**src/rtl/carrier_detect.sv**
```systemverilog
module carrier_detect #(
  parameter int HIST_W   = 32,
  parameter int SCORE_W  = 16,
  parameter int SOFT_LEN = 240,
  parameter int SQL_LEN  = 12,
  parameter int PRESET   = 2
) (
  input  logic                      clk,
  input  logic                      rst_n,
  input  logic                      sample_en,
  input  logic                      rx_bit,
  input  logic [1:0]                mode,
  input  logic                      ext_cd,
  input  logic                      ext_inv,
  output logic                      carrier,
  output logic signed [SCORE_W-1:0] score0,
  output logic signed [SCORE_W-1:0] score1,
  output logic signed [SCORE_W-1:0] score2
);
  localparam int KEEP   = HIST_W - 2;
  localparam int MAXLEN = (SOFT_LEN > SQL_LEN) ? SOFT_LEN : SQL_LEN;
  localparam int CNT_W  = (MAXLEN > 2) ? $clog2(MAXLEN) : 1;
  localparam int SUM_W  = SCORE_W + 2;
  localparam logic signed [SCORE_W:0] SMAX = (SCORE_W+1)'(2**(SCORE_W-1) - 1);
  localparam logic signed [SCORE_W:0] SMIN = -SMAX - 1;
  localparam logic [1:0] M_SOFT = 2'd0;

  logic [1:0]        mode_q;
  logic              last_bit;
  logic [KEEP-1:0]   hist;
  logic [CNT_W-1:0]  cnt;

  wire               mode_chg = (mode != mode_q);
  wire [KEEP:0]      hist_n   = {hist, rx_bit ^ last_bit};
  wire               iso      = (hist_n[KEEP:1] == '0);
  wire [1:0]         pos      = {iso, hist_n[1]};
  wire [1:0]         neg      = {1'b0, hist_n[2]} + {1'b0, hist_n[3]} + {1'b0, hist_n[4]};
  wire               at_end   = (cnt == '0);

  logic signed [7:0]         delta;
  logic signed [SCORE_W:0]   dext, s0x, wide;
  logic signed [SCORE_W-1:0] s0n;
  logic signed [SUM_W-1:0]   sum;

  always_comb begin
    delta = '0;
    if (hist_n[0]) begin
      if (mode_q == M_SOFT) delta = $signed({2'b00, pos, 4'b0000}) - $signed({6'b0, neg});
      else                  delta = -8'sd1;
    end
  end

  assign dext = delta;
  assign s0x  = score0;
  assign wide = s0x + dext;
  assign s0n  = (wide > SMAX) ? SMAX[SCORE_W-1:0] :
                (wide < SMIN) ? SMIN[SCORE_W-1:0] : wide[SCORE_W-1:0];
  assign sum  = SUM_W'(s0n) + SUM_W'(score1) + SUM_W'(score2);

  function automatic logic [CNT_W-1:0] reload(input logic [1:0] m);
    return (m == M_SOFT) ? CNT_W'(SOFT_LEN - 1) : CNT_W'(SQL_LEN - 1);
  endfunction

  always_ff @(posedge clk or negedge rst_n) begin
    if (!rst_n) begin
      mode_q   <= M_SOFT;
      last_bit <= 1'b0;
      hist     <= '0;
      cnt      <= CNT_W'(SOFT_LEN - 1);
      score0   <= SCORE_W'(PRESET);
      score1   <= '0;
      score2   <= '0;
      carrier  <= 1'b0;
    end else if (mode_chg) begin
      mode_q   <= mode;
      last_bit <= rx_bit;
      hist     <= '0;
      cnt      <= reload(mode);
      score0   <= SCORE_W'(PRESET);
      score1   <= '0;
      score2   <= '0;
      carrier  <= 1'b0;
    end else if (sample_en) begin
      last_bit <= rx_bit;
      hist     <= hist_n[KEEP-1:0];
      if (at_end) begin
        carrier <= mode_q[1] ? (ext_cd ^ ext_inv) : (sum < 0);
        score2  <= score1;
        score1  <= s0n;
        score0  <= SCORE_W'(PRESET);
        cnt     <= reload(mode_q);
      end else begin
        score0  <= s0n;
        cnt     <= cnt - 1'b1;
      end
    end
  end

  a_r6_shift_preset: assert property (@(posedge clk) disable iff (!rst_n)
    (sample_en && !mode_chg && at_end) |=> (score0 == SCORE_W'(PRESET)) && (score2 == $past(score1)));

  a_r9_hold: assert property (@(posedge clk) disable iff (!rst_n)
    (!sample_en && !mode_chg) |=> $stable(score0) && $stable(score1) && $stable(score2) && $stable(carrier));

  a_r8_mode_reset: assert property (@(posedge clk) disable iff (!rst_n)
    mode_chg |=> (score0 == SCORE_W'(PRESET)) && (score1 == '0) && (score2 == '0) && !carrier);

  a_r2_squelch_down: assert property (@(posedge clk) disable iff (!rst_n)
    (sample_en && !mode_chg && !at_end && mode_q != M_SOFT) |=> (score0 <= $past(score0)));

  a_r4_carrier_at_end: assert property (@(posedge clk) disable iff (!rst_n)
    (!mode_chg && !(sample_en && at_end)) |=> $stable(carrier));

  a_r4_cnt_range: assert property (@(posedge clk) disable iff (!rst_n)
    cnt <= CNT_W'(MAXLEN - 1));

  a_r7_external: assert property (@(posedge clk) disable iff (!rst_n)
    (sample_en && !mode_chg && at_end && mode_q[1]) |=> (carrier == $past(ext_cd ^ ext_inv)));
endmodule

```
**config.mk**
```make
export PLATFORM = sky130hd
export DESIGN_NAME = carrier_detect
export DESIGN_NICKNAME = d
export VERILOG_FILES = /design/src/rtl/carrier_detect.sv
export SDC_FILE = /design/constraint.sdc
export NUM_CORES = 1
export LEC_CHECK = 0
export BUFFER_PORTS_ARGS = -buffer_cell sky130_fd_sc_hd__buf_2
export CAP_MARGIN = 20
export CELL_PAD_IN_SITES_DETAIL_PLACEMENT = 0
export CELL_PAD_IN_SITES_GLOBAL_PLACEMENT = 1
export CORE_UTILIZATION = 50
export CTS_CLUSTER_DIAMETER = 60
export DETAILED_ROUTE_END_ITERATION = 16
export PLACE_DENSITY_LB_ADDON = 0.25
export SLEW_MARGIN = 30
export SYNTH_ARGS = -nofsm -noshare
export SYNTH_HDL_FRONTEND = slang
export SYNTH_SLANG_ARGS = --single-unit
export TNS_END_PERCENT = 20
```
**constraint.sdc**
```tcl
create_clock -name clk -period 13 [get_ports clk]
set_clock_uncertainty 0.05 [all_clocks]
set_input_delay 0.65 -clock clk [delete_from_list [all_inputs] [get_ports clk]]
set_output_delay 0.65 -clock clk [all_outputs]
set_load 0.01 [all_outputs]
```
==> flow_summary.json <==
{
  "outcome": "complete, no violations",
  "area_growth_pct": 12.1,
  "postSynthNetCount": 647,
  "ys.flop_type": "dfrtp_1",
  "first_iter_violations": 258,
  "r2r_slack_ns": 6.44,
  "cts_tree": "yes",
  "grt_pass1_wl_microns": 23200,
  "grt_max_degree": 71,
  "critical-path-slowest-cell": "and2_1",
  "slew_headroom_pct": 53.5,
  "htree_levels": 3,
  "rsz0062_at_grt": "no",
  "antenna_found_initial": 0,
  "yosysWarnings": 0,
  "placeableCoreArea_sq_mm": 0.0109,
  "nets": 691,
  "worst_setup_path_start_kind": "register",
  "die_h_microns": 108,
  "diodes": 0,
  "synth-edff-count": 0,
  "viasPerCell": 5.85,
  "crit_type": "register to register",
  "ant_nets": 0,
  "wirelength_microns": 14200,
  "ys_top_cells_by_area": "dfrtp_1 36%, ha_1 8.6%, fa_1 5.7%",
  "yosysMostFrequentCell": "dfrtp_1",
  "required_ns": 13.22,
  "cts_setup_buffers": 0,
  "synth_top_area_share_pct": 36.3,
  "final.setup.tns_ns": 0,
  "fin_area_sq_mm": 0.00634,
  "cp_num_buf_inv": 2,
  "p_per_area_mw_per_mm2": 141,
  "hold_path_class": "primary input to async pin",
  "grt-ovfl-total": 0,
  "slowest_delay_ns": 0.56,
  "maxCapViolCount": 0,
  "cts_sinks": 90,
  "drive_gt1_share_pct": 17.1,
  "synthDistinctLibCells": 60,
  "clk_latency_ns": 0.35,
  "path_cells": "inv_1, ha_1, inv_1, ha_1, ha_1, a21oi_1, and2_1, ha_1, a21oi_1, o211ai_1, and3_1, o21ai_2, and2_1, o31ai_4, fa_1, ha_1, nand4_1, nor2_1, nor4b_1, o21ai_0, o21ai_0, nor3_1, nor3_1",
  "hold_violations": 0,
  "portBuffers": 56,
  "wire_per_inst_microns": 18.4,
  "critPathArrivalTime_ns": 6.78,
  "synthArstFlopShare_pct": 100,
  "gp_congestion": 0.890,
  "cts-resized-gates": 0,
  "numCtsBuffers": 9,
  "fin_hold_ws_ns": 0.117,
  "fin_crit_ns": 6.56,
  "cp_max_fo": 10,
  "placed_area_sq_mm": 0.00603,
  "critPathCaptureType": "register",
  "cts-root-buf": "clkbuf_16",
  "path_clk_slew_ns": 0.07,
  "grt_use_total_pct": 26.1,
  "die-area_sq_mm": 0.0117,
  "fmax_mhz": 152,
  "critical-path-top-delay-family": "simple AND/OR/NAND/NOR gates",
  "crit_top_cell": "ha_1",
  "cts.path.max_buffers": 2,
  "max-vdd-ir-drop_v": 0.000116,
  "num_vias": 4522,
  "num_rows": 38,
  "maxSlewViolCount": 0,
  "ys_seq_area_share_pct": 40.0,
  "setup_viol": 0,
  "netlist_top_cells_count": "82 x dfrtp_1, 52 x nand2_1, 51 x nor2_1, 39 x ha_1, 36 x a21oi_1",
  "syn_area_per_cell_sq_um": 9.69,
  "grt_pass1_vias": 4406,
  "finalCritPeriodShare_pct": 50.5,
  "ios": 57,
  "worstMarginPinSlew_ns": 0.691,
  "holdBufCountCts": 0,
  "p_leak_nw": 3.17,
  "synth-seq-cells": 90,
  "syn_area_sq_mm": 0.00566,
  "fp.dieW_microns": 108,
  "netlist_instances": 584,
  "initial_core_util_pct": 51.7,
  "first_pass_iters": 6,
  "hpwl_microns": 10600,
  "detail_route.drc_violations": 0,
  "post-synth-top-area-cell": "dfrtp_1"
}
where the power goes:
group          switching [mW]  internal (mW)  leakage, nW  total, mW
sequential             0.0224          0.301         1.21      0.323
clock                   0.121          0.151        0.152      0.272
combinational           0.186          0.112         1.81      0.298
worst paths after layout:
| path | depth (start not counted) | startpoint | endpoint |
|---|---|---|---|
| max | 23 | hist[2] | carrier |
| min | 1 | rst_n | score1[2] |
| max reg2reg | 23 | hist[2] | carrier |
| min reg2reg | 2 | last_bit | last_bit |
| max in group asynchronous | 2 | rst_n | score0[14] |
| min in group clk | 1 | mode[1] | mode_q[1] |
through the flow:
stage | utilization (%) | setup WS (ns) | cells | power (mW)
after global routing | 58.0 | 5.89 | 773 | 0.947
after floorplan | - | 7.69 | 584 | 0.532
after CTS | 57.9 | 6.40 | 773 | 0.898
after global placement | 55.2 | 6.66 | 757 | 0.620
final | 58.0 | 6.44 | 773 | 0.893
after detailed placement | 55.2 | 6.46 | 757 | 0.624
placed cells by master, fill, tap and decap left out, types with 7 or more instances in the layout:
| cell type | n |
|---|---|
| a21o_1 | 11 |
| a21oi_1 | 35 |
| a22o_1 | 17 |
| buf_2 | 55 |
| clkbuf_16 | 9 |
| dfrtp_1 | 82 |
| dfstp_2 | 8 |
| fa_1 | 16 |
| ha_1 | 39 |
| inv_1 | 35 |
| mux2i_1 | 30 |
| nand2_1 | 52 |
| nand3_1 | 11 |
| nand4_1 | 12 |
| nor2_1 | 51 |
| nor3_1 | 10 |
| nor4_1 | 7 |
| o211ai_1 | 9 |
| o21ai_0 | 35 |
| xnor2_1 | 11 |
layer usage:
metal,up-vias,part of all wire [%],GRT usage [%]
met5,-,0,0
met4,0,2.1,10.6
met3,22,4.3,3.80
met2,103,45,40.4
met1,2228,48,36.8
li1,2169,-,-
registers in the layout, indices dropped and copies added, names as in the netlist:
signal    cells
cnt           8
hist         30
score0       16
last_bit      1
score1       16
mode_q        2
score2       16
carrier       1
final cells by class:
class | count | area, sq um
fill | 976 | 4600
multi-input combinational | 428 | 3130
timing repair buffer | 62 | 332
tap | 140 | 175
inverter | 37 | 139
sequential | 90 | 2260
clock inverter | 7 | 77.6
clock buffer | 9 | 225
cell families (layout without fill, tap and decap cells):
logic type	Yosys count	after routing	synth area share (%)
adder cells (fa/ha/maj)	55	55	14.3
multiplexers	30	30	5.31
buffers and inverters	66	115	4.78
AND/OR/NAND/NOR	175	175	14.8
XOR/XNOR	17	17	2.63
flip-flops	90	90	40.0
AO/OA/AOI/OAI	151	151	18.2
(Power assumes the default switching activity.)
